File: src/rtl/chg_seq_pkg.sv
package chg_seq_pkg;

  typedef enum logic [3:0] {
    PH_OFF   = 4'd0,
    PH_SHORT = 4'd1,
    PH_PRE   = 4'd2,
    PH_FAST  = 4'd3,
    PH_CV    = 4'd4,
    PH_DONE  = 4'd5,
    PH_DETA  = 4'd6,
    PH_DETB  = 4'd7,
    PH_FAULT = 4'd8
  } phase_e;

  // Accumulator weight per clock: code 0 is full rate (16/16), else code/16.
  function automatic logic [4:0] rate_weight(input logic [3:0] code);
    return (code == 4'd0) ? 5'd16 : {1'b0, code};
  endfunction

  // Termination may be taken only with no loop cutting the charge rate.
  function automatic logic term_allowed(input logic below_term, input logic loop_on,
                                        input logic shdn, input logic supp,
                                        input logic temp_in);
    return below_term && !loop_on && !shdn && !supp && temp_in;
  endfunction

endpackage

File: src/rtl/chg_safety_timer.sv
module chg_safety_timer
  import chg_seq_pkg::*;
#(
  parameter int PRE_TICKS = 1000
) (
  input  logic       clk,
  input  logic       rst_n,
  input  logic       clr,
  input  logic       run,
  input  logic       sel_fast,
  input  logic [3:0] rate_code,
  output logic       expired
);
  localparam int FAST_TICKS = 10 * PRE_TICKS;
  localparam int CW = $clog2(FAST_TICKS + 1);

  logic [3:0]    acc_q;
  logic [CW-1:0] count_q;
  logic [CW-1:0] limit;
  logic [4:0]    sum;
  logic          unit_tick;

  assign limit     = sel_fast ? CW'(FAST_TICKS) : CW'(PRE_TICKS);
  assign sum       = {1'b0, acc_q} + rate_weight(rate_code);
  assign unit_tick = sum[4];
  assign expired   = (count_q >= limit);

  always_ff @(posedge clk or negedge rst_n) begin
    if (!rst_n) begin
      acc_q   <= '0;
      count_q <= '0;
    end else if (clr) begin
      acc_q   <= '0;
      count_q <= '0;
    end else if (run) begin
      acc_q <= sum[3:0];
      if (unit_tick && (count_q < limit)) count_q <= count_q + CW'(1);
    end
  end

  // a paused timer keeps its value
  a_r7_timer_frozen: assert property (@(posedge clk) disable iff (!rst_n)
    (!run && !clr) |=> $stable(count_q));

  // at full rate every running clock is one unit
  a_r6_full_rate_step: assert property (@(posedge clk) disable iff (!rst_n)
    (run && !clr && rate_code == 4'd0 && count_q < limit) |=> (count_q == $past(count_q) + CW'(1)));

endmodule

File: src/rtl/chg_blink.sv
module chg_blink #(
  parameter int HALF = 1000
) (
  input  logic clk,
  input  logic rst_n,
  input  logic en,
  output logic blink_q
);
  localparam int BW = $clog2(HALF + 1);

  logic [BW-1:0] cnt_q;

  always_ff @(posedge clk or negedge rst_n) begin
    if (!rst_n) begin
      cnt_q   <= '0;
      blink_q <= 1'b0;
    end else if (!en) begin
      cnt_q   <= '0;
      blink_q <= 1'b0;
    end else if (cnt_q == BW'(HALF - 1)) begin
      cnt_q   <= '0;
      blink_q <= ~blink_q;
    end else begin
      cnt_q <= cnt_q + BW'(1);
    end
  end

  // blink starts from the low half every time fault is entered
  a_r8_blink_idle: assert property (@(posedge clk) disable iff (!rst_n)
    !en |=> !blink_q);

endmodule

File: src/rtl/chg_phase_fsm.sv
module chg_phase_fsm
  import chg_seq_pkg::*;
#(
  parameter int DET_CYCLES = 64
) (
  input  logic   clk,
  input  logic   rst_n,
  input  logic   enable,
  input  logic   td,
  input  logic   bat_above_short,
  input  logic   bat_above_lowv,
  input  logic   bat_at_reg,
  input  logic   bat_below_rch,
  input  logic   cur_below_term,
  input  logic   temp_ok,
  input  logic   loop_active,
  input  logic   therm_shdn,
  input  logic   supplement,
  input  logic   tmr_expired,
  output phase_e phase_q,
  output logic   chg_low_q,
  output logic   tmr_clr,
  output logic   paused
);
  localparam int DW = $clog2(DET_CYCLES + 1);

  phase_e        phase_d;
  logic          chg_low_d;
  logic [DW-1:0] det_cnt_q;
  logic          det_done;
  logic          term_ok;
  logic          timeout;

  assign paused   = !temp_ok || therm_shdn;
  assign det_done = (det_cnt_q == DW'(DET_CYCLES - 1));
  assign term_ok  = term_allowed(cur_below_term, loop_active, therm_shdn, supplement, temp_ok);
  assign timeout  = tmr_expired && !td;

  always_comb begin
    phase_d   = phase_q;
    chg_low_d = chg_low_q;
    if (!enable) begin
      phase_d   = PH_OFF;
      chg_low_d = 1'b0;
    end else begin
      case (phase_q)
        PH_OFF:   phase_d = PH_SHORT;
        PH_SHORT: if (bat_above_short) begin
                    phase_d   = bat_above_lowv ? PH_FAST : PH_PRE;
                    chg_low_d = 1'b1;
                  end
        PH_PRE:   if (!paused) begin
                    if (bat_above_lowv) phase_d = PH_FAST;
                    else if (timeout)   phase_d = PH_FAULT;
                  end
        PH_FAST:  if (!paused) begin
                    if (timeout)         phase_d = PH_FAULT;
                    else if (bat_at_reg) phase_d = PH_CV;
                  end
        PH_CV:    if (td) begin
                    if (cur_below_term) chg_low_d = 1'b0;
                  end else if (!paused) begin
                    if (timeout) phase_d = PH_FAULT;
                    else if (term_ok) begin
                      phase_d   = PH_DONE;
                      chg_low_d = 1'b0;
                    end
                  end
        PH_DONE:  if (!td && bat_below_rch) phase_d = PH_DETA;
        PH_DETA:  if (det_done) phase_d = bat_above_lowv ? PH_FAST : PH_DETB;
        PH_DETB:  if (det_done) phase_d = bat_below_rch ? PH_SHORT : PH_DETA;
        PH_FAULT: phase_d = PH_FAULT;
        default:  phase_d = PH_OFF;
      endcase
    end
  end

  assign tmr_clr = !enable ||
                   ((phase_d != phase_q) && (phase_d == PH_PRE || phase_d == PH_FAST));

  always_ff @(posedge clk or negedge rst_n) begin
    if (!rst_n) begin
      phase_q   <= PH_OFF;
      chg_low_q <= 1'b0;
      det_cnt_q <= '0;
    end else begin
      phase_q   <= phase_d;
      chg_low_q <= chg_low_d;
      det_cnt_q <= (phase_d != phase_q) ? '0 : det_cnt_q + DW'(1);
    end
  end

  // disabling always returns to idle
  a_r1_idle_when_off: assert property (@(posedge clk) disable iff (!rst_n)
    !enable |=> (phase_q == PH_OFF && !chg_low_q));

  // no charging before the short test passes
  a_r2_hold_short: assert property (@(posedge clk) disable iff (!rst_n)
    (phase_q == PH_SHORT && !bat_above_short) |=> (phase_q == PH_SHORT || phase_q == PH_OFF));

  // an inhibited constant-voltage phase never terminates
  a_r4_term_inhibit: assert property (@(posedge clk) disable iff (!rst_n)
    (phase_q == PH_CV && (loop_active || supplement || therm_shdn || !temp_ok)) |=> phase_q != PH_DONE);

  // fault is left only through idle
  a_r8_fault_sticky: assert property (@(posedge clk) disable iff (!rst_n)
    (phase_q == PH_FAULT) |=> (phase_q == PH_FAULT || phase_q == PH_OFF));

  // detection never indicates charging
  a_r9_detect_silent: assert property (@(posedge clk) disable iff (!rst_n)
    (phase_q == PH_DETA || phase_q == PH_DETB) |-> !chg_low_q);

  // termination disabled keeps constant voltage
  a_r10_td_no_done: assert property (@(posedge clk) disable iff (!rst_n)
    (td && phase_q == PH_CV) |=> phase_q != PH_DONE);

endmodule

File: src/rtl/liion_cycle_ctrl.sv
module liion_cycle_ctrl
  import chg_seq_pkg::*;
#(
  parameter int PRE_TICKS  = 1000,
  parameter int DET_CYCLES = 64,
  parameter int BLINK_HALF = 1000
) (
  input  logic       clk,
  input  logic       rst_n,
  input  logic       pwr_ok,
  input  logic       suspend,
  input  logic       ce_n,
  input  logic       td,
  input  logic       bat_above_short,
  input  logic       bat_above_lowv,
  input  logic       bat_at_reg,
  input  logic       bat_below_rch,
  input  logic       cur_below_term,
  input  logic       temp_ok,
  input  logic       loop_active,
  input  logic       therm_shdn,
  input  logic       supplement,
  input  logic [3:0] rate_code,
  output logic [3:0] phase,
  output logic       chg_on,
  output logic       chg_n
);
  phase_e phase_q;
  logic   enable, chg_low_q, tmr_clr, paused, tmr_run, tmr_expired, in_fault, blink_q;
  logic   in_charge;

  assign enable    = pwr_ok && !suspend && !ce_n;
  assign in_charge = (phase_q == PH_PRE) || (phase_q == PH_FAST) || (phase_q == PH_CV);
  assign tmr_run   = in_charge && !td && !paused;
  assign in_fault  = (phase_q == PH_FAULT);

  chg_phase_fsm #(.DET_CYCLES(DET_CYCLES)) u_fsm (
    .clk(clk), .rst_n(rst_n), .enable(enable), .td(td),
    .bat_above_short(bat_above_short), .bat_above_lowv(bat_above_lowv),
    .bat_at_reg(bat_at_reg), .bat_below_rch(bat_below_rch),
    .cur_below_term(cur_below_term), .temp_ok(temp_ok),
    .loop_active(loop_active), .therm_shdn(therm_shdn), .supplement(supplement),
    .tmr_expired(tmr_expired), .phase_q(phase_q), .chg_low_q(chg_low_q),
    .tmr_clr(tmr_clr), .paused(paused)
  );

  chg_safety_timer #(.PRE_TICKS(PRE_TICKS)) u_timer (
    .clk(clk), .rst_n(rst_n), .clr(tmr_clr), .run(tmr_run),
    .sel_fast(phase_q != PH_PRE), .rate_code(rate_code), .expired(tmr_expired)
  );

  chg_blink #(.HALF(BLINK_HALF)) u_blink (
    .clk(clk), .rst_n(rst_n), .en(in_fault), .blink_q(blink_q)
  );

  assign phase  = phase_q;
  assign chg_on = in_charge && !paused;
  assign chg_n  = in_fault ? blink_q : !chg_low_q;

  // no charge current while paused
  a_r7_no_current_paused: assert property (@(posedge clk) disable iff (!rst_n)
    paused |-> !chg_on);

endmodule

File: config.mk
export PLATFORM = sky130hd
export DESIGN_NAME = liion_cycle_ctrl
export DESIGN_NICKNAME = d
export VERILOG_FILES = /design/src/rtl/chg_seq_pkg.sv /design/src/rtl/chg_safety_timer.sv /design/src/rtl/chg_blink.sv /design/src/rtl/chg_phase_fsm.sv /design/src/rtl/liion_cycle_ctrl.sv
export SDC_FILE = /design/constraint.sdc
export NUM_CORES = 1
export LEC_CHECK = 0
export ABC_AREA = 1
export BUFFER_PORTS_ARGS = -buffer_cell sky130_fd_sc_hd__buf_2
export CAP_MARGIN = 20
export CELL_PAD_IN_SITES_DETAIL_PLACEMENT = 0
export CELL_PAD_IN_SITES_GLOBAL_PLACEMENT = 1
export CORE_MARGIN = 1.5
export CORE_UTILIZATION = 47
export DETAILED_ROUTE_END_ITERATION = 10
export HOLD_SLACK_MARGIN = 0.15
export PLACE_DENSITY = 0.93
export SLEW_MARGIN = 20
export SYNTH_ARGS = -nofsm -noshare
export SYNTH_HDL_FRONTEND = slang
export SYNTH_SLANG_ARGS = --single-unit
File: constraint.sdc
create_clock -name clk -period 4.1 [get_ports clk]
set_input_delay 0.41 -clock clk [delete_from_list [all_inputs] [get_ports clk]]
set_output_delay 0.41 -clock clk [all_outputs]
set_load 0.01 [all_outputs]
-- Word level (Yosys, flattened, before mapping)
Index checks and enable logic that the tools add are counted.
W data, S select, Z words.
- register bits after elaboration: 41
- input port bits: 19
- output and inout port bits: 6
- add/sub/neg operators: 4
- $lt $le $gt $ge: 2
- equality and inequality tests: 21
- mux-type cells: 40
- bitwise operators: 1
- reductions and logical operators: 34
- operator list (cell ; count):
    $mux W4 ; 17
    $mux W14 ; 4
    $pmux W4 S9 ; 1
    $mux W10 ; 2
    $eq A4 B2 Y1 const B ; 4
    $eq A4 B3 Y1 const B ; 4
    $ne A4 B4 Y1 const B ; 4
    $add A14 B1 Y14 const B ; 1
    $ge A14 B14 Y1 ; 1
    $lt A14 B14 Y1 ; 1
    $logic_and A1 B1 Y1 ; 13
    $mux W1 ; 11
    $add A10 B1 Y10 const B ; 1
    $eq A10 B10 Y1 const B ; 1
    $logic_not A1 Y1 ; 10
    $logic_not A4 Y1 ; 2
    $add A7 B1 Y7 const B ; 1
    $eq A7 B6 Y1 const B ; 1
    $mux W7 ; 1
    $mux W3 ; 2
    $ne A3 B3 Y1 const B ; 2
    $reduce_and A6 Y1 ; 1
    $add A4 B5 Y5 ; 1
    $logic_or A1 B1 Y1 ; 5
    10 further kinds ; 11

-- Logic depth before layout (Yosys ltp)
- depth in word-level cells: 17
- gate-level depth with buffers: 23
- depth with buffers taken out: 22

-- Modules after synthesis
From an unflattened synthesis, not the netlist that was laid out.
- cells, all modules: 466
- area, all modules: 3211.8 sq um
- by module, submodules not included (module ; instances ; cells each ; area each (sq um)):
    chg_safety_timer ; 1 ; 224 ; 1620.3
    chg_phase_fsm ; 1 ; 158 ; 948.4
    chg_blink ; 1 ; 66 ; 555.5
    liion_cycle_ctrl ; 1 ; 18 ; 87.6

-- Worst setup path before layout
Ideal clock, no wire load.
- kind: register to register
- from: reg u_fsm.phase_q[2]
- to: reg u_timer.count_q[11]
- setup time: 0.118 ns
- arrival: 2.509 ns
- slack: 1.473 ns
- stages on the path, launching flop included: 21
- period minus slack after synthesis: 2.627 ns
- path through: dfrtp_1 > nor2_2 > nand2_2 > ha_1 > a21oi_1 > nor2_1 > nand3_1 > nand2_1 > inv_2 > nand2_2 > nand3_2 > nand2_1 > nand2_1 > nand2_1 > nand2_1 > nand2_2 > nor3_1 > nand2_4 > buf_6 > nand4_1 > nand2_1
- longest elaborated chain between the ends: 15
- elaborated cells on any way between the ends: 45
- RTL lines (element ; line ; text):
    start: declaration ; chg_phase_fsm.sv:20 ; output phase_e phase_q,
    start signal: assignment ; chg_phase_fsm.sv:87 ; phase_q <= phase_d;
    $ne A4 B2 Y1 ; liion_cycle_ctrl.sv:49 ; .sel_fast(phase_q != PH_PRE), .rate_code(rate_code), .expired(tmr_expired)
    $mux W14 ; chg_safety_timer.sv:23 ; assign limit = sel_fast ? CW'(FAST_TICKS) : CW'(PRE_TICKS);
    $ge A14 B14 Y1 ; chg_safety_timer.sv:26 ; assign expired = (count_q >= limit);
    $logic_and A1 B1 Y1 ; chg_phase_fsm.sv:37 ; assign timeout = tmr_expired && !td;
    $mux W4, on equally long branches ; chg_phase_fsm.sv:63, chg_phase_fsm.sv:54 ;
    $mux W4, on equally long branches ; chg_phase_fsm.sv:62, chg_phase_fsm.sv:53 ;
    $mux W4, on equally long branches ; chg_phase_fsm.sv:60, chg_phase_fsm.sv:52 ;
    $pmux W4 S9 ; chg_phase_fsm.sv:46 ; case (phase_q)
    $mux W4 ; chg_phase_fsm.sv:42 ; if (!enable) begin
    $eq A4 B2 Y1 ; chg_phase_fsm.sv:79 ; ((phase_d != phase_q) && (phase_d == PH_PRE || phase_d == PH_FAST));
    $logic_or A1 B1 Y1 ; chg_phase_fsm.sv:79 ;
    $logic_and A1 B1 Y1 ; chg_phase_fsm.sv:79 ;
    $logic_or A1 B1 Y1 ; chg_phase_fsm.sv:78 ; assign tmr_clr = !enable ||
    $reduce_bool A2 Y1 (no line) ; - ;
    $reduce_and A2 Y1 (no line) ; - ;
    end signal: assignment ; chg_safety_timer.sv:37 ; if (unit_tick && (count_q < limit)) count_q <= count_q + CW'(1);
    end: declaration ; chg_safety_timer.sv:18 ; logic [CW-1:0] count_q;
Several ways; a longest one is shown, not always the timed one.
A chain may end at the register's enable or synchronous reset.

-- Worst setup path in the final report
- from: reg u_fsm.phase_q[2]
- to: reg u_timer.count_q[6]
The elaborated chain is that of the path after synthesis.

==> impl_metrics.env <==
export IMPL_yosys_area_share_adder_pct=5.58
export IMPL_synth_fp_nets=428
export IMPL_synth_commonest_cells="nand2_1, inv_1, nor2_1"
export IMPL_cts_tree="done"
export IMPL_grt_overflow=0
export IMPL_placed_area_mm2=0.00302
export IMPL_cts_sinks=41
export IMPL_gp_congestion=0.888
export IMPL_synth_simple_area_share_pct=35.4
export IMPL_p_int_mw=0.638
export IMPL_synthToLayoutAreaGrowth_pct=10.7
export IMPL_ant_nets=0
export IMPL_comb_power_share_pct=9.6
export IMPL_rsz0062_at_grt="false"
export IMPL_synth_area_leader_cell="dfrtp_1"
export IMPL_cp_data_arrival_time_ns=3.48
export IMPL_clock_latency_ns=0.29
export IMPL_avgSynthCellArea_um2=7.12
export IMPL_drt_wl_total_mm=5.94
export IMPL_cts_buffer_depth=2
export IMPL_fin_skew_ns=0.0108
export IMPL_grt_max_degree=42
export IMPL_nets=452
export IMPL_reg2regPathDepth=17
export IMPL_fin_area_mm2=0.00313
export IMPL_yosysWarningCount=0
export IMPL_via_per_inst=5.02
export IMPL_first_iter_violations=181
export IMPL_maxCapViolations=0
export IMPL_synth_seq_cells=41
export IMPL_p_sw_share_pct=24.0
export IMPL_num_rows=28
export IMPL_ys_seq_area_share_pct=36.3
export IMPL_ys_types=33
export IMPL_synthMuxAreaShare_pct=0
export IMPL_yosysTopAreaCellShare_pct=36.3
export IMPL_htreeDepth=2
export IMPL_multi_input_area_mm2=0.00151
export IMPL_wire_per_inst_um=12.0
export IMPL_die_w_um=80.6
export IMPL_worst_path_max_fanout=12
export IMPL_cts_setup_buffers=0
export IMPL_synth_most_common_cell="nand2_1"
export IMPL_p_seq_share_pct=51.9
export IMPL_postCtsHoldBufs=0
export IMPL_die_y_um=80.6
export IMPL_ctsRootBufferMaster="clkbuf_8"
export IMPL_power_density_mw_per_mm2=268
export IMPL_power_total_mw=0.840
export IMPL_clk_pin_slew_worst_paths_ns=0.08
export IMPL_clkPwrFrac_pct=38.5
export IMPL_final_cells=497
export IMPL_synth_edf_count=0
export IMPL_setup_tns_ns=0
export IMPL_syn_area_mm2=0.00283
export IMPL_required_ns=4.33
export IMPL_slew_viol_final=0
export IMPL_drcViolationCount=0
export IMPL_synthArstFlopShare_pct=100
export IMPL_start_util_pct=48.3
export IMPL_io_pins=25
export IMPL_place_inst=489
export IMPL_startpoint="u_fsm.phase_q[2]"
export IMPL_synth_compound_area_share_pct=7.57
export IMPL_setup_viol=0
export IMPL_cts_resized=0
export IMPL_synth_top_family_by_area="simple AND/OR/NAND/NOR gates"
export IMPL_synth_area_top_cells="dfrtp_1, nand2_1, inv_1"
export IMPL_outcome="finished clean"
export IMPL_clock_fmax_mhz=307
export IMPL_syn_inst=397
export IMPL_synth_xor_area_share_pct=4.65
export IMPL_synthFlopType="dfrtp_1"
export IMPL_max_slew_margin_pct=38.7
export IMPL_hold_viol_final=0
export IMPL_vias=2495
export IMPL_diodes=0
export IMPL_dp_hpwl_mm=4.57
export IMPL_cts_buffers=5
export IMPL_grt_pass1_vias=2384
export IMPL_switching_power_mw=0.202
export IMPL_antenna_found_initial=0
export IMPL_grt_pass1_wl_mm=10.4
export IMPL_p_leak_nw=1.60
export IMPL_gr_usage_all_layers_pct=20.5
export IMPL_cp_end_kind="register"
export IMPL_core_area_mm2=0.00585
export IMPL_final_seq_area_mm2=0.00103
export IMPL_hold_path_class="input pin to async pin"
export IMPL_setup_worst_path_start_class="register"
export IMPL_first_pass_iters=5
export IMPL_layout_drive_gt1_share_pct=12.8
export IMPL_vdd_drop_max_mv=0.246
export IMPL_r2r_start="u_fsm.phase_q[2]"
export IMPL_worstSetupPathType="register to register"
export IMPL_io_buffers=24
export IMPL_fin_crit_sh_pct=79.4
export IMPL_fin_crit_ns=3.26
export IMPL_fillerInstances=574
export IMPL_tightest_slew_ns=0.919
export IMPL_die_area_mm2=0.00649
[worst max-delay path, stage by stage, from the launching register on]
cell     delay (ns)
dfrtp_1        0.44
nor2_2         0.29
nand2_2        0.17
ha_1           0.32
a21oi_1        0.14
nor2_1         0.05
nand3_1        0.07
nand2_1        0.06
inv_2          0.05
nand2_2        0.06
inv_1          0.05
nand3_1        0.36
inv_1          0.46
nand2_1        0.17
nor3_2         0.18
nand2_1        0.09
xor2_1         0.14
nor2_1         0.10
[metal layers]
| layer | track usage (%) | up-vias | wire length (um) |
|---|---|---|---|
| met5 | 0 | - | 0 |
| met4 | 4.83 | 0 | 27 |
| met3 | 3.75 | 2 | 261 |
| met2 | 32.9 | 50 | 2730 |
| met1 | 28.4 | 1111 | 2930 |
| li1 | - | 1332 | - |
[power groups by stage]
stage | Sequential, mW | Clock, mW | Combinational (mW)
finish | 0.436 | 0.324 | 0.0803
global route | 0.439 | 0.349 | 0.0951
CTS | 0.436 | 0.331 | 0.0827
detailed placement | 0.444 | 0 | 0.0820
global placement | 0.443 | 0 | 0.0795
floorplan | 0.441 | 0 | 0.0521
[placed cells by master (no fill, tap or decap), drive strengths merged, types with 6 or more instances in the layout]
| cell type | Yosys | layout |
|---|---|---|
| o21ai | 14 | 14 |
| inv | 68 | 68 |
| buf | 2 | 26 |
| nand2 | 96 | 96 |
| nor2 | 46 | 46 |
| nand4 | 21 | 21 |
| nand3 | 27 | 27 |
| a21oi | 19 | 19 |
| clkbuf | 7 | 6 |
| xor2 | 13 | 13 |
| nor3 | 15 | 15 |
| ha | 11 | 11 |
| dfrtp | 41 | 41 |
[layout make-up]
type,instances,area share (%)
multi-input cells,279,48.2
clock inverters,2,1.24
repair buffers,26,4.32
inverters,68,8.15
flip-flops and latches,41,32.8
well taps,75,3.00
clock buffers,6,2.32
[registers in the layout, summed over array words and instances (netlist names)]
name,cells
u_fsm.phase_q,4
u_blink.blink_q,1
u_timer.count_q,14
u_fsm.det_cnt_q,7
u_fsm.chg_low_q,1
u_timer.acc_q,4
u_blink.cnt_q,10
[path summary, 6_finish.rpt]
| path | end | slack (ns) |
|---|---|---|
| min in group clk | u_blink.cnt_q[9] | 0.46 |
| setup reg to reg | u_timer.count_q[6] | 0.84 |
| setup / recovery | u_timer.count_q[6] | 0.84 |
| hold reg to reg | u_blink.cnt_q[9] | 0.46 |
| max in group asynchronous | u_timer.count_q[7] | 3.27 |
| hold / removal | u_timer.acc_q[2] | 0.25 |
[cell families after synthesis]
group | count (synthesis)
compound gates | 39
xor+xnor | 15
fa+ha+maj | 12
buf+inv | 77
flops | 41
simple gates | 213
[metrics by stage]
stage                     hold slack, ns  setup WS, ns  util (%)
after CTS                          0.286         0.853      53.5
final                              0.253         0.845      53.5
after global routing               0.330         0.574      53.5
after floorplan                    0.114          1.47         -
after detailed placement           0.450         0.868      51.6
after global placement             0.430          1.01      51.6
(Power assumes the default switching activity.)
